`src/rtl/scsi_sel_pkg.sv`:
```
package scsi_sel_pkg;

  typedef enum logic [1:0] {
    OP_NOP      = 2'd0,
    OP_SEL      = 2'd1,
    OP_SEL_STOP = 2'd2,
    OP_XFER     = 2'd3
  } sel_op_e;

  localparam logic [7:0] ST_INT      = 8'h80;
  localparam logic [7:0] ST_TC       = 8'h10;
  localparam logic [7:0] PH_DATA_IN  = 8'h01;
  localparam logic [7:0] PH_DATA_OUT = 8'h00;
  localparam logic [7:0] PH_CMD      = 8'h02;
  localparam logic [7:0] IR_DISC     = 8'h20;
  localparam logic [7:0] IR_SVC_DONE = 8'h18;
  localparam logic [2:0] SEQ_IDLE    = 3'd0;
  localparam logic [2:0] SEQ_CMD     = 3'd4;

  // Status after the target reports its expected length.
  function automatic logic [7:0] data_status(input logic len_neg, input logic len_zero,
                                             input logic [7:0] old_stat);
    if (len_zero)     return old_stat;
    else if (len_neg) return ST_INT | ST_TC | PH_DATA_OUT;
    else              return ST_INT | ST_TC | PH_DATA_IN;
  endfunction

  // Command byte count once the identify byte is removed.
  function automatic logic [5:0] body_len(input logic [5:0] cnt, input logic id_in_buf);
    return cnt - {5'd0, id_in_buf};
  endfunction

endpackage

```
`src/rtl/scsi_cmd_buf.sv`:
```
module scsi_cmd_buf #(
  parameter int DEPTH = 32,
  localparam int AW = $clog2(DEPTH),
  localparam int CW = $clog2(DEPTH + 1)
) (
  input  logic          clk,
  input  logic          rst_n,
  input  logic          wr,
  input  logic [7:0]    wdata,
  input  logic          clr,
  input  logic [CW-1:0] rd_idx,
  output logic [7:0]    rdata,
  output logic [7:0]    byte0,
  output logic [CW-1:0] cnt
);
  logic [CW-1:0] cnt_q;
  logic          full;
  logic          wr_en;
  logic [7:0]    ent [DEPTH];

  assign full  = (cnt_q == CW'(DEPTH));
  assign wr_en = wr && !clr && !full;

  for (genvar i = 0; i < DEPTH; i++) begin : g_ent
    logic [7:0] ent_q;
    always_ff @(posedge clk or negedge rst_n) begin
      if (!rst_n)                            ent_q <= '0;
      else if (wr_en && cnt_q == CW'(i))     ent_q <= wdata;
    end
    assign ent[i] = ent_q;
  end

  always_ff @(posedge clk or negedge rst_n) begin
    if (!rst_n)     cnt_q <= '0;
    else if (clr)   cnt_q <= '0;
    else if (wr_en) cnt_q <= cnt_q + 1'b1;
  end

  assign cnt   = cnt_q;
  assign byte0 = ent[0];
  assign rdata = (rd_idx < CW'(DEPTH)) ? ent[rd_idx[AW-1:0]] : 8'h00;
endmodule

```
`src/rtl/scsi_sel_ctrl.sv`:
```
module scsi_sel_ctrl
  import scsi_sel_pkg::*;
#(
  parameter int NTGT = 7,
  parameter int CW   = 6
) (
  input  logic            clk,
  input  logic            rst_n,
  input  logic            bus_rst,
  input  logic            cmd_valid,
  input  logic [1:0]      cmd_code,
  input  logic            cmd_dma,
  input  logic [2:0]      tgt_id,
  input  logic [NTGT-1:0] tgt_present,
  input  logic            tgt_done,
  input  logic [CW-1:0]   buf_cnt,
  input  logic [7:0]      buf_byte0,
  output logic            ev_sel,
  output logic            ev_fail,
  output logic            ev_stop,
  output logic            ev_go,
  output logic            buf_clr,
  output logic            pend,
  output logic            active,
  output logic            id_off,
  output logic            cmd_issue,
  output logic            cmd_cancel,
  output logic [2:0]      cmd_tgt,
  output logic [2:0]      cmd_lun,
  output logic [CW-1:0]   cmd_len
);
  sel_op_e    op;
  logic [7:0] pres_ext;
  logic       tgt_ok, ev_sel_go, ev_xfer, off_next;
  logic       issue_q, cancel_q, pend_q, active_q, off_q;
  logic [2:0] tgt_q, lun_q;
  logic [CW-1:0] len_q;

  assign op       = sel_op_e'(cmd_code);
  assign pres_ext = 8'(tgt_present);
  assign tgt_ok   = (32'(tgt_id) < NTGT) && pres_ext[tgt_id];

  assign ev_sel    = cmd_valid && (op == OP_SEL || op == OP_SEL_STOP) && !bus_rst && !issue_q;
  assign ev_fail   = ev_sel && !tgt_ok;
  assign ev_stop   = ev_sel && tgt_ok && (op == OP_SEL_STOP);
  assign ev_sel_go = ev_sel && tgt_ok && (op == OP_SEL);
  assign ev_xfer   = cmd_valid && (op == OP_XFER) && pend_q && !issue_q;
  assign ev_go     = ev_sel_go || ev_xfer;
  assign buf_clr   = ev_fail || ev_go;
  assign off_next  = cmd_dma && (buf_cnt != '0);

  always_ff @(posedge clk or negedge rst_n) begin
    if (!rst_n) begin
      issue_q  <= 1'b0;
      cancel_q <= 1'b0;
      pend_q   <= 1'b0;
      active_q <= 1'b0;
      off_q    <= 1'b0;
      tgt_q    <= '0;
      lun_q    <= '0;
      len_q    <= '0;
    end else begin
      issue_q  <= ev_go;
      cancel_q <= ev_sel && active_q;
      if (ev_go)                   active_q <= 1'b1;
      else if (ev_sel || tgt_done) active_q <= 1'b0;
      if (ev_sel)       pend_q <= ev_stop;
      else if (ev_xfer) pend_q <= 1'b0;
      if (ev_sel && tgt_ok) begin
        off_q <= off_next;
        tgt_q <= tgt_id;
        lun_q <= off_next ? buf_byte0[2:0] : 3'd0;
      end
      if (ev_sel_go)    len_q <= body_len(buf_cnt, off_next);
      else if (ev_xfer) len_q <= body_len(buf_cnt, off_q);
    end
  end

  assign pend       = pend_q;
  assign active     = active_q;
  assign id_off     = off_q;
  assign cmd_issue  = issue_q;
  assign cmd_cancel = cancel_q;
  assign cmd_tgt    = tgt_q;
  assign cmd_lun    = lun_q;
  assign cmd_len    = len_q;
endmodule

```
`src/rtl/scsi_sel_seq.sv`:
```
module scsi_sel_seq
  import scsi_sel_pkg::*;
#(
  parameter int NTGT  = 7,
  parameter int DEPTH = 32,
  parameter int LEN_W = 17,
  localparam int AW = $clog2(DEPTH),
  localparam int CW = $clog2(DEPTH + 1)
) (
  input  logic             clk,
  input  logic             rst_n,
  input  logic             bus_rst,
  input  logic             cmd_valid,
  input  logic [1:0]       cmd_code,
  input  logic             cmd_dma,
  input  logic [7:0]       dest_id,
  input  logic [NTGT-1:0]  tgt_present,
  input  logic             fifo_wr,
  input  logic [7:0]       fifo_data,
  input  logic             dma_wr,
  input  logic [7:0]       dma_data,
  input  logic [LEN_W-1:0] exp_len,
  input  logic             tgt_done,
  input  logic             intr_rd,
  input  logic [AW-1:0]    cmd_raddr,
  output logic             cmd_issue,
  output logic [2:0]       cmd_tgt,
  output logic [2:0]       cmd_lun,
  output logic [CW-1:0]    cmd_len,
  output logic [7:0]       cmd_rdata,
  output logic             cmd_cancel,
  output logic [7:0]       stat_reg,
  output logic [7:0]       intr_reg,
  output logic [2:0]       seq_step,
  output logic             irq
);
  logic          ev_sel, ev_fail, ev_stop, ev_go, ev_event, buf_clr;
  logic          pend, active, id_off;
  logic          byte_wr;
  logic [7:0]    byte_in, buf_byte0;
  logic [CW-1:0] buf_cnt, rd_idx;
  logic [7:0]    stat_q, intr_q;
  logic [2:0]    seq_q;
  logic          irq_q;

  assign byte_wr  = fifo_wr || dma_wr;
  assign byte_in  = dma_wr ? dma_data : fifo_data;
  assign rd_idx   = CW'(cmd_raddr) + CW'(id_off);
  assign ev_event = ev_fail || ev_stop || cmd_issue;

  scsi_cmd_buf #(.DEPTH(DEPTH)) u_buf (
    .clk(clk), .rst_n(rst_n), .wr(byte_wr), .wdata(byte_in), .clr(buf_clr),
    .rd_idx(rd_idx), .rdata(cmd_rdata), .byte0(buf_byte0), .cnt(buf_cnt)
  );

  scsi_sel_ctrl #(.NTGT(NTGT), .CW(CW)) u_ctrl (
    .clk(clk), .rst_n(rst_n), .bus_rst(bus_rst), .cmd_valid(cmd_valid),
    .cmd_code(cmd_code), .cmd_dma(cmd_dma), .tgt_id(dest_id[2:0]),
    .tgt_present(tgt_present), .tgt_done(tgt_done), .buf_cnt(buf_cnt),
    .buf_byte0(buf_byte0), .ev_sel(ev_sel), .ev_fail(ev_fail), .ev_stop(ev_stop),
    .ev_go(ev_go), .buf_clr(buf_clr), .pend(pend), .active(active), .id_off(id_off),
    .cmd_issue(cmd_issue), .cmd_cancel(cmd_cancel), .cmd_tgt(cmd_tgt),
    .cmd_lun(cmd_lun), .cmd_len(cmd_len)
  );

  always_ff @(posedge clk or negedge rst_n) begin
    if (!rst_n) begin
      stat_q <= '0;
      intr_q <= '0;
      seq_q  <= '0;
      irq_q  <= 1'b0;
    end else if (ev_fail) begin
      stat_q <= ST_INT;
      intr_q <= IR_DISC;
      seq_q  <= SEQ_IDLE;
      irq_q  <= 1'b1;
    end else if (ev_stop) begin
      stat_q <= ST_INT | ST_TC | PH_CMD;
      intr_q <= IR_SVC_DONE;
      seq_q  <= SEQ_CMD;
      irq_q  <= 1'b1;
    end else if (cmd_issue) begin
      stat_q <= data_status(exp_len[LEN_W-1], exp_len == '0, stat_q);
      intr_q <= IR_SVC_DONE;
      seq_q  <= SEQ_CMD;
      irq_q  <= 1'b1;
    end else if (intr_rd) begin
      irq_q  <= 1'b0;
      stat_q <= stat_q & ~ST_INT;
    end
  end

  assign stat_reg = stat_q;
  assign intr_reg = intr_q;
  assign seq_step = seq_q;
  assign irq      = irq_q;
endmodule

```
`config.mk`:
```
export PLATFORM = sky130hd
export DESIGN_NAME = scsi_sel_seq
export DESIGN_NICKNAME = d
export VERILOG_FILES = /design/src/rtl/scsi_sel_pkg.sv /design/src/rtl/scsi_cmd_buf.sv /design/src/rtl/scsi_sel_ctrl.sv /design/src/rtl/scsi_sel_seq.sv
export SDC_FILE = /design/constraint.sdc
export NUM_CORES = 1
export LEC_CHECK = 0
export BUFFER_PORTS_ARGS = -buffer_cell sky130_fd_sc_hd__buf_4
export CAP_MARGIN = 20
export CORE_MARGIN = 3
export CORE_UTILIZATION = 40
export CTS_CLUSTER_SIZE = 16
export DETAILED_ROUTE_END_ITERATION = 12
export GPL_ROUTABILITY_DRIVEN = 0
export PLACE_DENSITY = 0.59
export SLEW_MARGIN = 20
export SYNTH_ARGS = -nofsm -noshare
export SYNTH_HDL_FRONTEND = slang
export SYNTH_SLANG_ARGS = --single-unit
export TNS_END_PERCENT = 20
```
`constraint.sdc`:
```
create_clock -name clk -period 5.82 [get_ports clk]
set_input_delay 0.873 -clock clk [delete_from_list [all_inputs] [get_ports clk]]
set_output_delay 0.873 -clock clk [all_outputs]
set_load 0.01 [all_outputs]
```
* Word-level counts from Yosys, hierarchy flattened
Cells that the tools add are included.
Cells by class: add/subtract/negate cells 4, order comparisons 4, equality and inequality tests 37, muxes and demuxes 32, bitwise gates (word level) 1, reductions and logical operators 68
Operators by type and width (count):
- equality test 6 x 5 -> 1 bit (second input constant) | 16
- two-way mux 8 bit | 12
- equality test 6 x 4 -> 1 bit (second input constant) | 8
- logical AND 1 bit | 47
- binary-select mux 8 bit (select 5 bit) | 1
- equality test 6 x 3 -> 1 bit (second input constant) | 4
- two-way mux 6 bit | 4
- zero test 17 bit | 1
- equality test 6 x 2 -> 1 bit (second input constant) | 2
- two-way mux 3 bit | 4
- subtractor 6 x 1 -> 6 bit | 2
- two-way mux 1 bit | 10
- nonzero test 2 bit | 4
- adder 5 x 1 -> 6 bit | 1
- adder 6 x 1 -> 6 bit (second input constant) | 1
- equality test 6 x 1 -> 1 bit (second input constant) | 1
- equality test 6 bit (second input constant) | 1
- greater-or-equal comparator 6 bit (second input constant) | 1
- zero test 6 bit | 1
- less-than comparator 6 bit (second input constant) | 1
- NOT 5 -> 6 bit | 1
- nonzero test 6 bit | 1
- zero test 1 bit | 5
- logical OR 1 bit | 5
- other kinds (10) | 12
Word-level totals: flip-flop bits (word level) 299, output and inout port bits 42, word-level logic and storage cells 192

* Depth between registers and ports, before layout
Gate-level depths: netlist of the first run.
depth after elaboration 14, depth in mapped cells 12, mapped depth without buffers 11

* Modules after synthesis
Synthesis of the first run repeated with hierarchy kept, for this count alone.
Unflattened totals: cell total of the unflattened synthesis 936, area, all modules 13661.9 µm²
Modules (own cells, without submodules):
- scsi_cmd_buf | instances 1, cells each 777, area an instance 12082.8 µm², seq. area each 6556.3 µm²
- scsi_sel_ctrl | instances 1, cells each 90, area an instance 960.9 µm², seq. area each 425.4 µm²
- scsi_sel_seq | instances 1, cells each 69, area an instance 618.1 µm², seq. area each 175.2 µm²

* Worst setup path before layout of the first run
Ideal clock, no wire load.
path type input port to output port, start input cmd_raddr[0], end output cmd_rdata[2], arrival 3.254 ns, required time 4.947 ns, slack 1.693 ns, cell stages on the path 11, buffers on the path 4, path through ha_1 -> ha_1 -> buf_2 -> buf_1 -> clkbuf_1 -> buf_1 -> mux4_2 -> nand2_1 -> a21oi_1 -> nor3_1 -> o21ai_0
Between the ends: cells in the longest elaborated chain, start to end 6, elaborated cells between the ends (all ways) 7
Ends and longest elaborated chain:
- from (decl) | RTL line scsi_sel_seq.sv:25 | input logic [AW-1:0] cmd_raddr,
- adder 5 x 1 -> 6 bit (*) | RTL line scsi_sel_seq.sv:48 | assign rd_idx = CW'(cmd_raddr) + CW'(id_off);
- NOT 5 -> 6 bit (implied by the code) | RTL line scsi_cmd_buf.sv:41 | assign rdata = (rd_idx < CW'(DEPTH)) ? ent[rd_idx[AW-1:0]] : 8'h00;
- binary-select mux 8 bit (select 5 bit) | RTL line scsi_cmd_buf.sv:41
- two-way mux 8 bit (implied by the code) (2 in a row) | RTL line scsi_cmd_buf.sv:41
- two-way mux 8 bit (*) | RTL line scsi_cmd_buf.sv:41
- to (decl) | RTL line scsi_sel_seq.sv:30 | output logic [7:0] cmd_rdata,
Mark *: on every way between the ends. The rest lies on a longest branch, timed or not. The select of a mux whose other input is x is not followed.

* Final worst setup path of the first run
start register u_ctrl.off_q (netlist: u_ctrl.id_off), end output cmd_rdata[4]
Between the ends: cells in the longest elaborated chain, start to end 6, elaborated cells between the ends (all ways) 7
Ends and longest elaborated chain:
- from (decl) | RTL line scsi_sel_ctrl.sv:35 | logic issue_q, cancel_q, pend_q, active_q, off_q;
- from (signal assigned) | RTL line scsi_sel_ctrl.sv:70 | off_q <= off_next;
- adder 5 x 1 -> 6 bit (*) | RTL line scsi_sel_seq.sv:48
- NOT 5 -> 6 bit (implied by the code) | RTL line scsi_cmd_buf.sv:41
- binary-select mux 8 bit (select 5 bit) | RTL line scsi_cmd_buf.sv:41
- two-way mux 8 bit (implied by the code) (2 in a row) | RTL line scsi_cmd_buf.sv:41
- two-way mux 8 bit (*) | RTL line scsi_cmd_buf.sv:41
Marks and branches as above.

==> flow_metrics.tcl, run 1 <==
set metrics [dict create \
    outcome "complete, no violations" \
    antenna_violating_nets_post_route 0 \
    tns_ns 0 \
    dpl.hpwl_um 21300 \
    fraction_of_the_mapped_netlist_area_in_simple_logic_gates_pct 6.83 \
    antenna_violations_before_repair 2 \
    clk-insertion-delay-late_ns 0.50 \
    routed_wl_per_cell_um 21.2 \
    n_fill_cell 3019 \
    cts_made_buffers 34 \
    finClkSkew_ns 0.00944 \
    globalRouteTotalUtil_pct 18.3 \
    grt_start_max_net_pins 117 \
    clkSlewWorstSetupHoldPaths_ns 0.06 \
    vias 8267 \
    critical_path_peak_fanout 30 \
    synth_mux_area_share_pct 33.3 \
    worst_ir_drop_vdd_v 0.000227 \
    initial_core_util_pct 40.8 \
    crit_path_end_kind "primary output" \
    post-cts-setup-buffer-count 0 \
    clock_tree.buffer_depth 3 \
    grt_setup_unrepaired "no" \
    numPortBuffers 89 \
    report.final.setup_viol 0 \
    crit_arrival_ns 3.71 \
    powerDensity_mw_per_mm2 487 \
    placement_rows 67 \
    final_max_slew_viol_count 0 \
    mappedNetlistArea_mm2 0.0138 \
    tightestPinTransition_ns 0.922 \
    report.final.hold_viol_count 0 \
    worst_slew_margin_rel_pct 38.3 \
    drt_first_pass_iters 4 \
    finalWorstPathRequiredPeriod_ns 4.59 \
    cell_with_the_most_instances_after_synthesis "dfrtp_1" \
    finalCritPeriodShare_pct 78.8 \
    final_critical_path_setup_slack_ns 1.23 \
    hold_class "input port to asynchronous set/reset pin" \
    max_freq_mhz 218 \
    fp.dieH_um 191 \
    root_buffer "clkbuf_16" \
    place_worst_setup_slack_ns 1.25 \
    synth_top_family_by_area "multiplexers" \
    finalPower_w 0.00771 \
    critPathRequiredTime_ns 4.95 \
    boundaryPins 106 \
    post_route_standard_cell_area_excluding_fillers_mm2 0.0158 \
    drt_drc_violations_left 0 \
    hold_bufs_at_cts 0 \
    netlist_top_cells_area "dfrtp_1, mux2_2, mux4_2, nand2_1, clkbuf_1" \
    vias_per_cell 5.38 \
    post_synth_fa_ha_maj_area_fraction_pct 1.00 \
    ys_seq_elements 286 \
    synth-edff-count 0 \
    cts_max_level 2 \
    grt_pass1_vias 8781 \
    finish.net_count 1143 \
    grt_overflow_total 0 \
    post_synth_top_area_share_pct 52.0 \
    cts_resized 0 \
    final.hold.worst_slack_ns 0.450 \
    yosysWarnings 0 \
    core_mm2 0.0337 \
    synth-xor-area-share_pct 0.828 \
    place_area_mm2 0.0148 \
    synth_compound_area_share_pct 2.82 \
    dominantRegCellSynth "dfrtp_1" \
    floorplan.die_area_mm2 0.0366 \
    drt_iter0_markers 397 \
    synth.lib_cells_used.distinct 45 \
    start_kind "flop" \
    regMostFlops "u_buf.g_ent.ent_q" \
    post_synth_inst_count 1007 \
    clock-sinks 286 \
    async_flop_share_pct 100 \
    critical_path_class "flop to primary output" \
    first_pass_grt_wire_length_um 51600 \
    post_route_cells_drive_above_1_share_pct 46.2 \
    synth_seq_area_share_pct 52.0 \
    synthDominantAreaCellType "dfrtp_1" \
    power_leakage_nw 7.30 \
    clock_tree_from_tritoncts "yes" \
    die_width_um 191 \
    largest_reg_flops 248 \
    avgSynthCellArea_um2 13.7 \
    layout-area-overhead-vs-synth_pct 15.2 \
    reported_max_cap_violation_count 0 \
    yosys-top-cells-count "dfrtp_1, mux2_2, nand2_1, mux4_2, clkbuf_1" \
    detail_route.wirelength_um 32600 \
]
==> cell usage in the layout, fill, tap and decap left out, drive strengths merged, types with 15 or more instances in the layout <==
cell,instances
a21oi,26
buf,99
clkbuf,52
dfrtp,286
mux2,269
mux2i,15
mux4,62
nand2,99
nand3,21
nor2,22
o21ai,17
==> logic make-up (layout without fill, tap and decap cells) <==
logic type / count (synthesis) / after routing
multiplexers: 346 / 346
flip-flops: 286 / 286
AND/OR/NAND/NOR: 189 / 189
buffers and inverters: 97 / 167
AO/OA/AOI/OAI: 64 / 64
XOR/XNOR: 13 / 13
adder cells (fa/ha/maj): 11 / 11
other: 1 / 12
==> layer usage <==
layer | track usage [%] | routed length (um) | part of all wire (%)
met5 | 0 | 13 | 0.040
met4 | 5.90 | 969 | 3.0
met3 | 3.47 | 1410 | 4.3
met2 | 30.0 | 15600 | 48
met1 | 24.7 | 14600 | 45
==> per-stage QoR <==
stage | std cells | utilization [%]
3_5_place_dp | 1480 | 43.8
6_report | 1536 | 47.0
4_1_cts | 1535 | 47.0
2_1_floorplan | 1017 | -
3_3_place_gp | 1480 | 43.8
5_1_grt | 1536 | 47.0
==> report_power, final <==
group | switching (W) | total, W | internal [W]
logic | 0.00109 | 0.00250 | 0.00141
registers | 0.000410 | 0.00319 | 0.00278
clock network | 0.000792 | 0.00202 | 0.00123
total | 0.00230 | 0.00771 | 0.00541
==> final timing paths <==
path | start | cells after the start | endpoint | slack, ns
setup / recovery | u_ctrl.id_off | 8 | cmd_rdata[4] | 1.23
hold reg to reg | u_ctrl.cmd_tgt[2] | 2 | u_ctrl.cmd_tgt[2] | 0.48
min in group clk | u_ctrl.cmd_tgt[2] | 2 | u_ctrl.cmd_tgt[2] | 0.48
max in group asynchronous | rst_n | 2 | u_buf.g_ent[17].ent_q[0] | 4.08
hold / removal | rst_n | 1 | u_buf.g_ent[14].ent_q[0] | 0.45
setup reg to reg | u_buf.cnt[0] | 10 | u_ctrl.cmd_len[5] | 2.41
==> worst max-delay path: stages (launching register included) <==
cell	delay [ns]
dfrtp_1	0.46
ha_4	0.72
buf_12	0.33
mux4_2	0.53
nand2_1	0.12
a21oi_1	0.08
nor3_1	0.57
o21ai_0	0.19
buf_4	0.19
==> cell type report <==
class / instances / area [um^2] / area share [%]
Timing Repair Buffer: 99 / 788 / 4.98
Inverter: 13 / 48.8 / 0.308
Sequential cell: 286 / 7160 / 45.2
Tap cell: 448 / 561 / 3.54
Antenna cell: 1 / 2.50 / 0.0158
Multi-Input combinational cell: 634 / 6220 / 39.3
Clock buffer: 52 / 1040 / 6.58
Clock inverter: 3 / 18.8 / 0.118
Note: power is estimated with default switching activity, not from simulation.
==> run 2: changes to the inputs <==
- PLACE_DENSITY: 0.59 -> 0.61
- clock period: 5.82 -> 3.9 ns (I/O delays scaled with it)
==> run 2 against run 1 <==
Total power is 53% higher. Global-route usage is 0.55 points lower. Worst hold slack worse by 0.31 ns. Combinational power is 59% higher. Wire length is 0.76% lower. Final area is 2.3% higher. Non-clock buffer count is 27 higher. Sequential cell count stayed put. Final cell count is 1.9% higher. Via count is 2.3% higher. Core utilization is 1.1 points higher. Largest cell class unchanged. Highest routed layer unchanged.
==> flow_metrics.tcl, run 2 (synthesized netlist as in run 1, its figures left out) <==
set metrics [dict create \
    max_freq_mhz 261 \
    critical_path_peak_fanout 10 \
    hold_bufs_at_cts 0 \
    timing.critical_path.slowest_cell_delay_ns 0.45 \
    placedCellCount 1503 \
    initial_core_util_pct 40.8 \
    root_buffer "clkbuf_16" \
    largest_reg_flops 248 \
    clock_tree_from_tritoncts "yes" \
    cts_max_level 2 \
    final_cell_mix "dfrtp_1, mux2_2, buf_4" \
    p_seq_share_pct 40.3 \
    reported_max_cap_violation_count 0 \
    routed_wl_per_cell_um 20.7 \
    worst_ir_drop_vdd_v 0.000375 \
    finish.net_count 1171 \
    final_max_slew_viol_count 0 \
    power.switching_fraction_pct 29.5 \
    drt_first_pass_iters 5 \
    critical-path-top-delay-family "adder cells" \
    finalPower_w 0.0118 \
    antenna_violating_nets_post_route 0 \
    crit_arrival_ns 3.24 \
    layout-area-overhead-vs-synth_pct 17.9 \
    grt_start_max_net_pins 102 \
    post_route_cells_drive_above_1_share_pct 47.9 \
    critical_path_class "flop to primary output" \
    dpl.hpwl_um 21400 \
    die_width_um 191 \
    grt_pass1_vias 8749 \
    crit_path_end_kind "primary output" \
    worst_slew_margin_rel_pct 36.2 \
    start_kind "flop" \
    report.final.hold_viol_count 0 \
    report.final.setup_viol 0 \
    floorplan.die_area_mm2 0.0366 \
    comb_power_share_pct 33.8 \
    hold_class "input port to asynchronous set/reset pin" \
    vias_per_cell 5.40 \
    drt_iter0_markers 408 \
    power_leakage_nw 7.47 \
    n_fill_cell 2965 \
    drt_drc_violations_left 0 \
    powerDensity_mw_per_mm2 727 \
    p_int_w 0.00831 \
    finalCritPeriodShare_pct 98.2 \
    globalRouteTotalUtil_pct 17.8 \
    grt_setup_unrepaired "yes" \
    cp_cell_sequence "ha_4, ha_4, buf_12, mux4_2, mux2i_2, a221o_1, o31a_1, o221ai_1, buf_4, buf_4" \
    layout.cells.most_common "dfrtp_1" \
    grt_overflow_total 0 \
    clock-sinks 286 \
    final_core_density_pct 48.1 \
    netSwitchingPower_w 0.00347 \
    instances_no_fill 1565 \
    first_pass_grt_wire_length_um 50400 \
    tightestPinTransition_ns 0.949 \
    finalWorstPathRequiredPeriod_ns 3.83 \
    detail_route.wirelength_um 32300 \
    core_mm2 0.0337 \
    regMostFlops "u_buf.g_ent.ent_q" \
    clock_tree.buffer_depth 3 \
    place_area_mm2 0.0150 \
    clk-insertion-delay-late_ns 0.50 \
    critPathRequiredTime_ns 3.31 \
    cts_made_buffers 35 \
    clkSlewWorstSetupHoldPaths_ns 0.05 \
    antenna_violations_before_repair 3 \
    post_route_standard_cell_area_excluding_fillers_mm2 0.0162 \
    cp_num_buf_inv 3 \
    placement_rows 67 \
    numPortBuffers 89 \
    boundaryPins 106 \
    critical-path-slowest-cell "dfrtp_1" \
    p_clk_share_pct 25.9 \
    outcome "complete, no violations" \
    fp.dieH_um 191 \
    finClkSkew_ns 0.0136 \
    vias 8458 \
]
## run 2: power by group through the flow
stage / Clock (W) / Sequential (W) / Combinational (W)
floorplan: 0 / 0.00459 / 0.00283
detailed placement: 0 / 0.00479 / 0.00391
global placement: 0 / 0.00474 / 0.00384
CTS: 0.00314 / 0.00474 / 0.00396
global route: 0.00325 / 0.00489 / 0.00431
finish: 0.00305 / 0.00475 / 0.00398
## run 2: area by class of cell
cell class | count | area [um^2] | share of cell area (%)
flip-flops and latches | 286 | 7160 | 44.2
multi-input cells | 634 | 6270 | 38.7
repair buffers | 126 | 1090 | 6.73
clock buffers | 51 | 996 | 6.14
well taps | 448 | 561 | 3.46
clock inverters | 5 | 78.8 | 0.486
inverters | 13 | 48.8 | 0.301
diodes | 2 | 5.00 | 0.0309
## run 2: metal layers
layer  vias up  global-route usage, %  wire, um
met2       170                   29.4     15700
met3        48                   3.26      1400
met5         -                      0        15
li1       3809                      -         -
met4         2                   4.97       668
met1      4429                   24.2     14600
## run 2: worst paths after layout
| check | from | to | slack, ns | depth (start not counted) |
|---|---|---|---|---|
| worst min-delay path | rst_n | u_buf.g_ent[6].ent_q[3] | 0.14 | 1 |
| worst max register to register | u_buf.cnt[0] | u_ctrl.cmd_len[5] | 0.64 | 10 |
| worst max-delay path | u_ctrl.id_off | cmd_rdata[6] | 0.07 | 10 |
| min in group clk | exp_len[16] | stat_reg[0] | 0.29 | 2 |
| max in group asynchronous | rst_n | u_buf.cnt[2] | 2.85 | 2 |
| worst min register to register | u_ctrl.cmd_tgt[2] | u_ctrl.cmd_tgt[2] | 0.47 | 2 |
## run 2: metrics by stage
step                setup slack (ns)  TNS (ns)  hold slack [ns]
floorplan                      0.349         0            0.289
global placement               0.180         0            0.465
detailed placement             0.133         0            0.467
CTS                           0.0415         0            0.172
global route                -0.00923  -0.00923            0.204
finish                        0.0701         0            0.145
## run 2: what timing repair did
action | in CTS | in global routing
cloned | 0 | 2
setup buffers | 2 | 0
endpoints found under the setup margin | 3 | 2
pin swaps | 1 | 1
resized for setup | 3 | 9
## run 2: worst register-to-register path, stage by stage, from the launching register on
cell,delay (ns)
dfrtp_1,0.45
inv_1,0.12
ha_1,0.22
and2_1,0.29
a21boi_0,0.80
mux2_2,0.32
ha_1,0.16
nor3b_1,0.29
nand2_1,0.11
xnor2_1,0.14
mux2_2,0.26
